`config.mk`:
```
export PLATFORM = sky130hd
export DESIGN_NAME = spi_byte_master
export DESIGN_NICKNAME = d
export VERILOG_FILES = /design/src/rtl/spi_bm_pkg.sv /design/src/rtl/spi_bm_baud.sv /design/src/rtl/spi_bm_shift.sv /design/src/rtl/spi_bm_regs.sv /design/src/rtl/spi_byte_master.sv
export SDC_FILE = /design/constraint.sdc
export NUM_CORES = 1
export LEC_CHECK = 0
export CORE_MARGIN = 2
export CORE_UTILIZATION = 25
export CTS_CLUSTER_DIAMETER = 100
export CTS_CLUSTER_SIZE = 28
export DETAILED_ROUTE_END_ITERATION = 10
export HOLD_SLACK_MARGIN = 0.15
export PLACE_DENSITY = 0.42
export SLEW_MARGIN = 20
export SYNTH_ARGS = -nofsm -noshare
export SYNTH_HDL_FRONTEND = slang
export SYNTH_SLANG_ARGS = --single-unit
```
`constraint.sdc`:
```
create_clock -name clk -period 2.72 [get_ports clk]
set_input_delay 0.272 -clock clk [delete_from_list [all_inputs] [get_ports clk]]
set_output_delay 0.272 -clock clk [all_outputs]
set_load 0.03 [all_outputs]
```
`src/rtl/spi_bm_pkg.sv`:
```
`timescale 1ns/1ps
package spi_bm_pkg;
  localparam int REG_AW = 5;
  localparam int REG_DW = 8;

  localparam logic [REG_AW-1:0] OFS_CTRL1 = 5'h00;
  localparam logic [REG_AW-1:0] OFS_CTRL2 = 5'h01;
  localparam logic [REG_AW-1:0] OFS_BAUD  = 5'h02;
  localparam logic [REG_AW-1:0] OFS_STAT  = 5'h05;
  localparam logic [REG_AW-1:0] OFS_DATA  = 5'h09;
  localparam logic [REG_AW-1:0] OFS_PORT  = 5'h0D;
  localparam logic [REG_AW-1:0] OFS_DIR   = 5'h10;

  // control register 1 bit positions
  localparam int C1_IRQEN = 7;
  localparam int C1_EN    = 6;
  localparam int C1_MSTR  = 4;
  localparam int C1_CPOL  = 3;
  localparam int C1_CPHA  = 2;
  localparam int C1_LSB   = 0;

  // status bit positions
  localparam int ST_DONE = 7;
  localparam int ST_COLL = 6;
  localparam int ST_MFLT = 4;

  // port-data / direction bit positions
  localparam int PD_SS   = 3;
  localparam int DR_MOSI = 1;
  localparam int DR_SCK  = 2;
  localparam int DR_SS   = 3;

  typedef struct packed {
    logic cpol;
    logic cpha;
    logic lsb;
  } wire_mode_t;
endpackage

```
`src/rtl/spi_bm_baud.sv`:
```
`timescale 1ns/1ps
module spi_bm_baud #(
  parameter int PRE_W = 3,
  parameter int EXP_W = 3
) (
  input  logic             clk,
  input  logic             rst,
  input  logic             run,
  input  logic [PRE_W-1:0] pre,
  input  logic [EXP_W-1:0] expo,
  output logic             tick
);
  localparam int CNT_W = PRE_W + (1 << EXP_W);

  logic [CNT_W-1:0] cnt_q;
  logic [CNT_W-1:0] half;
  logic [CNT_W-1:0] half_m1;

  // half SCK period in system clocks: (pre+1) * 2^expo
  always_comb begin
    half    = (CNT_W'(pre) + CNT_W'(1)) << expo;
    half_m1 = half - CNT_W'(1);
  end

  always_ff @(posedge clk) begin
    if (rst || !run) begin
      cnt_q <= '0;
      tick  <= 1'b0;
    end else if (cnt_q == half_m1) begin
      cnt_q <= '0;
      tick  <= 1'b1;
    end else begin
      cnt_q <= cnt_q + CNT_W'(1);
      tick  <= 1'b0;
    end
  end

  // an SCK step request only follows a cycle in which the divider ran
  p_tick_needs_run_r2: assert property (@(posedge clk) disable iff (rst)
    tick |-> $past(run));
endmodule

```
`src/rtl/spi_bm_shift.sv`:
```
`timescale 1ns/1ps
module spi_bm_shift
  import spi_bm_pkg::*;
#(
  parameter int DATA_W = 8
) (
  input  logic              clk,
  input  logic              rst,
  input  logic              hold,
  input  logic              start,
  input  logic [DATA_W-1:0] tx_byte,
  input  wire_mode_t        mode,
  input  logic              tick,
  input  logic              miso,
  output logic              sck,
  output logic              mosi,
  output logic              busy,
  output logic              done,
  output logic [DATA_W-1:0] rx_byte
);
  localparam int EDGES = 2 * DATA_W;
  localparam int EC_W  = $clog2(EDGES + 1);

  logic [EC_W-1:0]   edge_q;
  logic [EC_W-1:0]   edge_nxt;
  logic [DATA_W-1:0] tx_q;
  logic [DATA_W-1:0] rx_q;
  logic [DATA_W-1:0] tx_nxt;
  logic [DATA_W-1:0] rx_nxt;
  logic              cpha_q;
  logic              lsb_q;
  logic              leading;
  logic              sample_now;
  logic              shift_now;
  logic              last_edge;

  function automatic logic lead_bit(input logic [DATA_W-1:0] v, input logic lsb_first);
    return lsb_first ? v[0] : v[DATA_W-1];
  endfunction

  always_comb begin
    edge_nxt   = edge_q + EC_W'(1);
    leading    = edge_nxt[0];
    sample_now = tick && (cpha_q ? !leading : leading);
    shift_now  = tick && (cpha_q ? (leading && edge_q != '0) : !leading);
    last_edge  = tick && (edge_nxt == EC_W'(EDGES));
    if (sample_now)
      rx_nxt = lsb_q ? {miso, rx_q[DATA_W-1:1]} : {rx_q[DATA_W-2:0], miso};
    else
      rx_nxt = rx_q;
    tx_nxt = lsb_q ? {1'b0, tx_q[DATA_W-1:1]} : {tx_q[DATA_W-2:0], 1'b0};
  end

  always_ff @(posedge clk) begin
    if (rst) begin
      busy    <= 1'b0;
      done    <= 1'b0;
      edge_q  <= '0;
      tx_q    <= '0;
      rx_q    <= '0;
      rx_byte <= '0;
      sck     <= 1'b0;
      mosi    <= 1'b0;
      cpha_q  <= 1'b0;
      lsb_q   <= 1'b0;
    end else if (hold) begin
      busy   <= 1'b0;
      done   <= 1'b0;
      edge_q <= '0;
      sck    <= mode.cpol;
    end else begin
      done <= 1'b0;
      if (!busy) begin
        sck <= mode.cpol;
        if (start) begin
          busy   <= 1'b1;
          edge_q <= '0;
          cpha_q <= mode.cpha;
          lsb_q  <= mode.lsb;
          tx_q   <= tx_byte;
          rx_q   <= '0;
          mosi   <= lead_bit(tx_byte, mode.lsb);
        end
      end else if (tick) begin
        sck    <= ~sck;
        rx_q   <= rx_nxt;
        edge_q <= edge_nxt;
        if (shift_now) begin
          tx_q <= tx_nxt;
          mosi <= lead_bit(tx_nxt, lsb_q);
        end
        if (last_edge) begin
          busy    <= 1'b0;
          done    <= 1'b1;
          edge_q  <= '0;
          rx_byte <= rx_nxt;
        end
      end
    end
  end

  // the register side never restarts a byte already in flight
  p_start_only_idle_r6: assert property (@(posedge clk) disable iff (rst)
    start |-> !busy);
  // completion comes only after the full count of edges
  p_done_after_byte_r2: assert property (@(posedge clk) disable iff (rst)
    done |-> ($past(busy) && $past(edge_q) == EC_W'(EDGES - 1)));
  // within a byte SCK moves only on a divider step
  p_sck_on_tick_r2: assert property (@(posedge clk) disable iff (rst)
    (busy && $past(busy) && sck != $past(sck)) |-> $past(tick));
  // holding the block stops the byte without completion
  p_hold_stops_r8: assert property (@(posedge clk) disable iff (rst)
    $past(hold) |-> (!busy && !done));
  // idle SCK sits at the polarity level
  p_sck_idle_r2: assert property (@(posedge clk) disable iff (rst)
    (!busy && !$past(busy) && !$past(start) && $stable(mode.cpol)) |-> sck == mode.cpol);
endmodule

```
`src/rtl/spi_bm_regs.sv`:
```
`timescale 1ns/1ps
module spi_bm_regs
  import spi_bm_pkg::*;
#(
  parameter int PRE_W       = 3,
  parameter int EXP_W       = 3,
  parameter int SYNC_STAGES = 2
) (
  input  logic              clk,
  input  logic              rst,
  input  logic [REG_AW-1:0] bus_addr,
  input  logic              bus_wr,
  input  logic              bus_rd,
  input  logic [REG_DW-1:0] bus_wdata,
  output logic [REG_DW-1:0] bus_rdata,
  input  logic              ss_in_n,
  input  logic              xfer_busy,
  input  logic              xfer_done,
  input  logic [REG_DW-1:0] rx_byte,
  output logic              enable,
  output wire_mode_t        mode,
  output logic [PRE_W-1:0]  pre,
  output logic [EXP_W-1:0]  expo,
  output logic              start,
  output logic [REG_DW-1:0] tx_byte,
  output logic              ss_n,
  output logic              mosi_oe,
  output logic              sck_oe,
  output logic              ss_oe,
  output logic              irq_xfer,
  output logic              irq_modf
);
  logic [REG_DW-1:0] ctrl1_q, ctrl2_q, baud_q, port_q, dir_q;
  logic done_q, coll_q, mflt_q;
  logic done_arm_q, coll_arm_q, mflt_arm_q;
  logic wr_ctrl1, wr_data, rd_stat, rd_data;
  logic busy_eff, mflt_set, ss_low;
  logic [SYNC_STAGES-1:0] ss_sync_q;
  logic [REG_DW-1:0] stat_val;

  always_comb begin
    wr_ctrl1 = bus_wr && bus_addr == OFS_CTRL1;
    wr_data  = bus_wr && bus_addr == OFS_DATA;
    rd_stat  = bus_rd && bus_addr == OFS_STAT;
    rd_data  = bus_rd && bus_addr == OFS_DATA;
    busy_eff = xfer_busy || start;
    enable   = ctrl1_q[C1_EN];
    mode     = '{cpol: ctrl1_q[C1_CPOL], cpha: ctrl1_q[C1_CPHA], lsb: ctrl1_q[C1_LSB]};
    pre      = baud_q[4 +: PRE_W];
    expo     = baud_q[0 +: EXP_W];
    ss_low   = !ss_sync_q[SYNC_STAGES-1];
    mflt_set = enable && ctrl1_q[C1_MSTR] && ss_low;
    stat_val = '0;
    stat_val[ST_DONE] = done_q;
    stat_val[ST_COLL] = coll_q;
    stat_val[ST_MFLT] = mflt_q;
  end

  generate
    if (SYNC_STAGES == 1) begin : g_sync1
      always_ff @(posedge clk) ss_sync_q <= rst ? 1'b1 : ss_in_n;
    end else begin : g_syncn
      always_ff @(posedge clk)
        ss_sync_q <= rst ? '1 : {ss_sync_q[SYNC_STAGES-2:0], ss_in_n};
    end
  endgenerate

  always_ff @(posedge clk) begin
    if (rst) begin
      ctrl1_q <= '0;
      ctrl2_q <= '0;
      baud_q  <= '0;
      port_q  <= 8'h08;
      dir_q   <= '0;
      tx_byte <= '0;
      start   <= 1'b0;
    end else begin
      if (wr_ctrl1) ctrl1_q <= bus_wdata;
      if (bus_wr && bus_addr == OFS_CTRL2) ctrl2_q <= bus_wdata;
      if (bus_wr && bus_addr == OFS_BAUD)  baud_q  <= bus_wdata;
      if (bus_wr && bus_addr == OFS_PORT)  port_q  <= bus_wdata;
      if (bus_wr && bus_addr == OFS_DIR)   dir_q   <= bus_wdata;
      start <= wr_data && enable && !busy_eff;
      if (wr_data && enable && !busy_eff) tx_byte <= bus_wdata;
    end
  end

  // flag set has priority over the clearing sequence
  always_ff @(posedge clk) begin
    if (rst) begin
      done_q <= 1'b0; coll_q <= 1'b0; mflt_q <= 1'b0;
      done_arm_q <= 1'b0; coll_arm_q <= 1'b0; mflt_arm_q <= 1'b0;
    end else begin
      if (xfer_done)                  done_q <= 1'b1;
      else if (rd_data && done_arm_q) done_q <= 1'b0;
      if (wr_data && busy_eff)        coll_q <= 1'b1;
      else if (rd_data && coll_arm_q) coll_q <= 1'b0;
      if (mflt_set)                    mflt_q <= 1'b1;
      else if (wr_ctrl1 && mflt_arm_q) mflt_q <= 1'b0;
      if (rd_data)                    done_arm_q <= 1'b0;
      else if (rd_stat && done_q)     done_arm_q <= 1'b1;
      if (rd_data)                    coll_arm_q <= 1'b0;
      else if (rd_stat && coll_q)     coll_arm_q <= 1'b1;
      if (wr_ctrl1)                   mflt_arm_q <= 1'b0;
      else if (rd_stat && mflt_q)     mflt_arm_q <= 1'b1;
    end
  end

  always_ff @(posedge clk) begin
    if (rst) begin
      bus_rdata <= '0;
      ss_n      <= 1'b1;
      mosi_oe   <= 1'b0;
      sck_oe    <= 1'b0;
      ss_oe     <= 1'b0;
      irq_xfer  <= 1'b0;
      irq_modf  <= 1'b0;
    end else begin
      ss_n     <= port_q[PD_SS];
      mosi_oe  <= dir_q[DR_MOSI];
      sck_oe   <= dir_q[DR_SCK];
      ss_oe    <= dir_q[DR_SS];
      irq_xfer <= ctrl1_q[C1_IRQEN] && done_q;
      irq_modf <= ctrl1_q[C1_IRQEN] && mflt_q;
      if (bus_rd) begin
        case (bus_addr)
          OFS_CTRL1: bus_rdata <= ctrl1_q;
          OFS_CTRL2: bus_rdata <= ctrl2_q;
          OFS_BAUD:  bus_rdata <= baud_q;
          OFS_STAT:  bus_rdata <= stat_val;
          OFS_DATA:  bus_rdata <= rx_byte;
          OFS_PORT:  bus_rdata <= port_q;
          OFS_DIR:   bus_rdata <= dir_q;
          default:   bus_rdata <= '0;
        endcase
      end
    end
  end

  // the shifter's completion pulse lands in the status flag
  p_done_sets_flag_r5: assert property (@(posedge clk) disable iff (rst)
    xfer_done |=> done_q);
  // no access other than a data read drops the completion flag
  p_done_holds_r5: assert property (@(posedge clk) disable iff (rst)
    (done_q && !rd_data) |=> done_q);
  // the collision flag survives until a data read
  p_coll_holds_r6: assert property (@(posedge clk) disable iff (rst)
    (coll_q && !rd_data) |=> coll_q);
  // only a control-1 write may drop the mode-fault flag
  p_mflt_holds_r7: assert property (@(posedge clk) disable iff (rst)
    (mflt_q && !wr_ctrl1) |=> mflt_q);
endmodule

```
`src/rtl/spi_byte_master.sv`:
```
`timescale 1ns/1ps
module spi_byte_master
  import spi_bm_pkg::*;
#(
  parameter int PRE_W       = 3,
  parameter int EXP_W       = 3,
  parameter int SYNC_STAGES = 2
) (
  input  logic        clk,
  input  logic        rst,
  input  logic [4:0]  reg_addr,
  input  logic        reg_wr,
  input  logic        reg_rd,
  input  logic [7:0]  reg_wdata,
  output logic [7:0]  reg_rdata,
  input  logic        miso,
  input  logic        ss_in_n,
  output logic        sck,
  output logic        mosi,
  output logic        ss_n,
  output logic        sck_oe,
  output logic        mosi_oe,
  output logic        ss_oe,
  output logic        irq_xfer,
  output logic        irq_modf
);
  wire_mode_t        mode;
  logic              enable, start, busy, done, tick;
  logic [PRE_W-1:0]  pre;
  logic [EXP_W-1:0]  expo;
  logic [REG_DW-1:0] tx_byte, rx_byte;

  spi_bm_regs #(.PRE_W(PRE_W), .EXP_W(EXP_W), .SYNC_STAGES(SYNC_STAGES)) u_regs (
    .clk(clk), .rst(rst),
    .bus_addr(reg_addr), .bus_wr(reg_wr), .bus_rd(reg_rd),
    .bus_wdata(reg_wdata), .bus_rdata(reg_rdata),
    .ss_in_n(ss_in_n), .xfer_busy(busy), .xfer_done(done), .rx_byte(rx_byte),
    .enable(enable), .mode(mode), .pre(pre), .expo(expo),
    .start(start), .tx_byte(tx_byte),
    .ss_n(ss_n), .mosi_oe(mosi_oe), .sck_oe(sck_oe), .ss_oe(ss_oe),
    .irq_xfer(irq_xfer), .irq_modf(irq_modf)
  );

  spi_bm_baud #(.PRE_W(PRE_W), .EXP_W(EXP_W)) u_baud (
    .clk(clk), .rst(rst), .run(busy && enable),
    .pre(pre), .expo(expo), .tick(tick)
  );

  spi_bm_shift #(.DATA_W(REG_DW)) u_shift (
    .clk(clk), .rst(rst), .hold(!enable), .start(start),
    .tx_byte(tx_byte), .mode(mode), .tick(tick), .miso(miso),
    .sck(sck), .mosi(mosi), .busy(busy), .done(done), .rx_byte(rx_byte)
  );
endmodule

```
==> run_results.csv <==
group,metric,value,unit
global_route,grt_max_degree,55,
global_route,grt_pass1_wl,28300,um
layout,seqCellArea,0.00237,sq mm
timing,relSlewSlack,0.529,
yosys,ys_ff_latch,118,
layout,nets,803,
yosys,synthArstFlopShare,0,
clock_network,clk_latency,420,ps
yosys,synth_nets,735,
floorplan,core_area,0.0226,sq mm
clock_network,clockBufferDepth,2,
drt,dr.pass1.iters,5,
timing,worst_slack,-68.1,ps
place,port_buffers,34,
pwr,total_power,4.27,mW
timing,worst_pin_slew,702,ps
status,violations,"setup timing",
drt,drt_wl_total,17800,um
drt,drt_iter0_markers,346,
status,outcome,"finished, violations left",
global_route,antenna_found_initial,0,
floorplan,num_rows,55,
yosys,synth_edf_count,0,
yosys,synthTopCellsByCount,"dfxtp_1, nand2_1, nor2_1",
yosys,netlist_area,0.00578,sq mm
place,place_hpwl,13000,um
drt,ant_nets,0,
layout,layout-drive-gt1-share,0.168,
layout,utilization,0.336,
setup_path,reg2reg_setup_slack,-70,ps
yosys,synthDominantCellAreaShare,0.409,
yosys,syn-mean-instance-area,8.13,sq um
layout,n_antenna_cell,0,
yosys,yosysMostFrequentCell,"dfxtp_1",
global_route,grt_usage,0.149,
global_route,grt_overflow,0,
timing,max_freq,359,MHz
drt,wire_per_inst,16.5,um
floorplan,die_w,156,um
timing,period_minus_slack,2790,ps
floorplan,dieHeight,156,um
drt,vias,5314,
yosys,synth_cell_type_count,56,
setup_path,required,2990,ps
layout,area_growth,31.5,%
layout,multi_input_area,0.00334,sq mm
min_path,min_path_cells,2,
pwr,pwr_density_cell,562,mW/mm^2
timing,hold_violations,0,
clock_network,clkTransAtPathRegs,60,ps
floorplan,die-area,0.0244,sq mm
setup_path,worstSetupPathType,"flip-flop to flip-flop",
drt,drt_drc_violations_left,0,
yosys,yosysTopAreaCell,"dfxtp_1",
timing,finalCritPeriodShare,1.03,
min_path,min_path_type,"primary input to flip-flop",
setup_path,critPathMaxFanout,6,
setup_path,crit_path_max_incr_delay,490,ps
timing,setup_viol,12,
setup_path,cp_slowest_cell,"mux4_2",
timing,finalMaxSlewViolations,0,
min_path,worstHoldStart,"rst",
clock_network,tritoncts,"yes",
setup_path,worst_r2r_path_depth,10,
yosys,ys.flop_type,"dfxtp_1",
timing,rsz0062_at_grt,"yes",
yosys,synthCells,711,
setup_path,cp-start-kind,"flip-flop",
global_route,grt_pass1_vias,5232,
yosys,synth_seq_area_share,0.409,
flow_run,drv_cap,0,
setup_path,worstPathCellList,"ha_4, xnor2_2, mux4_2, or4_4, a21oi_2, o22ai_2, a2111oi_2, and4_4, clkbuf_16, nor4_2",
layout,fill_cells,2334,
setup_path,endpoint_kind,"flip-flop",
clock_network,clkSinkCount,118,
yosys,synth_area_leaders,"dfxtp_1, mux2i_1, a21oi_1",
clock_network,cts_root_buf,"clkbuf_16",
setup_path,worstReg2RegEnd,"u_baud.cnt_q[8]$_SDFF_PP0_",
clock_network,htreeDepth,4,
drt,vias_per_cell,4.93,
place,gp_congestion,0.799,
pwr,p_leak,2.72,nW
timing,tns,-539,ps
pwr,max-vdd-ir-drop,385,uV
yosys,yosysWarnings,0,
min_path,holdPathEnd,"u_regs.bus_rdata[7]$_SDFFE_PP0P_",
setup_path,cp.arrival,3060,ps
floorplan,initial_utilization,0.255,
timing,skew,8.08,ps
floorplan,ios,35,
setup_path,r2r_start,"u_regs.baud_q[4]$_SDFFE_PP0P_",
clock_network,cts_buffers,17,
==> worst max-delay path by stage <==
| stage | slack, ps | startpoint | endpoint |
|---|---|---|---|
| floorplan | 40 | u_regs.baud_q[0]$_SDFFE_PP0P_ | u_baud.cnt_q[5]$_SDFF_PP0_ |
| global placement | -130 | u_regs.baud_q[4]$_SDFFE_PP0P_ | u_baud.cnt_q[7]$_SDFF_PP0_ |
| detailed placement | -230 | u_regs.baud_q[4]$_SDFFE_PP0P_ | u_baud.cnt_q[8]$_SDFF_PP0_ |
| CTS | -100 | u_regs.baud_q[4]$_SDFFE_PP0P_ | u_baud.cnt_q[8]$_SDFF_PP0_ |
| global route | -160 | u_regs.baud_q[4]$_SDFFE_PP0P_ | u_baud.cnt_q[8]$_SDFF_PP0_ |
| finish | -70 | u_regs.baud_q[4]$_SDFFE_PP0P_ | u_baud.cnt_q[8]$_SDFF_PP0_ |
==> through the flow <==
step | std cells | setup slack, ps | cell area, sq um | hold slack, ps
after floorplan | 711 | 39.6 | 5820 | 376
after global placement | 1040 | -128 | 6800 | 402
after detailed placement | 1040 | -235 | 6800 | 397
after CTS | 1072 | -102 | 7420 | 351
after global routing | 1077 | -164 | 7600 | 388
final | 1077 | -68.1 | 7600 | 363
==> final cells by class <==
| type | instances | area share |
|---|---|---|
| multi-input combinational | 534 | 0.440 |
| sequential | 118 | 0.312 |
| timing repair buffer | 97 | 0.115 |
| clock buffer | 18 | 0.0578 |
| tap | 285 | 0.0469 |
| clock inverter | 14 | 0.0229 |
| inverter | 11 | 0.00543 |
==> what timing repair did <==
item	4_1_cts	5_1_grt
setup endpoints to repair	12	12
hold buffers	0	0
gates cloned	0	1
resized for setup	4	28
pin swaps	2	8
setup buffers	0	4
==> layer usage <==
layer,up-vias,track usage,part of all wire
met2,103,0.245,0.48
met1,2533,0.194,0.47
met5,-,0,0
met4,0,0.0498,0.020
li1,2653,-,-
met3,25,0.0328,0.037
==> critical path: cells and delay by family (launching register included) <==
| kind | cells | cell delay (ps) |
|---|---|---|
| buffers and inverters | 1 | 150 |
| and+or+nand+nor | 3 | 780 |
| muxes | 1 | 490 |
| AOI/OAI and AO/OA | 3 | 550 |
| xor gates and xnor gates | 1 | 130 |
| adders and majority gates | 1 | 170 |
| DFF | 1 | 360 |
==> cell usage in the layout (no fill, tap or decap), types with 4 or more instances in the layout <==
cell,Yosys,final
mux2i_1,50,50
clkbuf_16,0,18
nor2_1,87,86
xor2_1,11,10
nor3_1,5,4
clkinv_4,0,4
and2_1,6,5
a211o_1,9,9
or2_2,4,4
nor4_1,10,7
buf_4,1,58
a31oi_1,10,10
dfxtp_1,118,114
a22oi_1,23,23
xnor2_1,15,14
nand2b_1,7,7
o21ai_0,16,15
a21oi_1,72,70
or3_1,4,4
nand3_1,40,40
inv_1,11,10
a211oi_1,5,4
clkdlybuf4s50_1,0,33
nor2b_1,11,11
nand2_1,89,88
and3_1,7,7
==> power breakdown <==
group	total, mW	internal [mW]	switching [mW]
sequential	1.74	1.73	0.00449
combinational	0.210	0.0916	0.119
clock	2.32	1.47	0.852
total	4.27	3.30	0.975
==> kinds of logic (layout without fill, tap and decap cells) <==
family | count (synthesis) | after routing | share of synthesized area
simple gates | 290 | 290 | 0.234
buf+inv | 59 | 140 | 0.0403
mux | 52 | 52 | 0.0924
fa+ha+maj | 5 | 5 | 0.0108
flops | 118 | 118 | 0.409
xor+xnor | 26 | 26 | 0.0394
compound gates | 161 | 161 | 0.174
==> sequential cells by signal (all words and copies together), names as in the netlist, 8 cells and up <==
register          flops
u_regs.bus_rdata      8
u_regs.dir_q          8
u_shift.rx_byte       8
u_shift.rx_q          8
u_regs.ctrl1_q        8
u_shift.tx_q          8
u_regs.tx_byte        8
u_regs.baud_q         8
u_regs.ctrl2_q        8
u_regs.port_q         8
u_baud.cnt_q         11
Note: power is estimated with default switching activity, not from simulation.
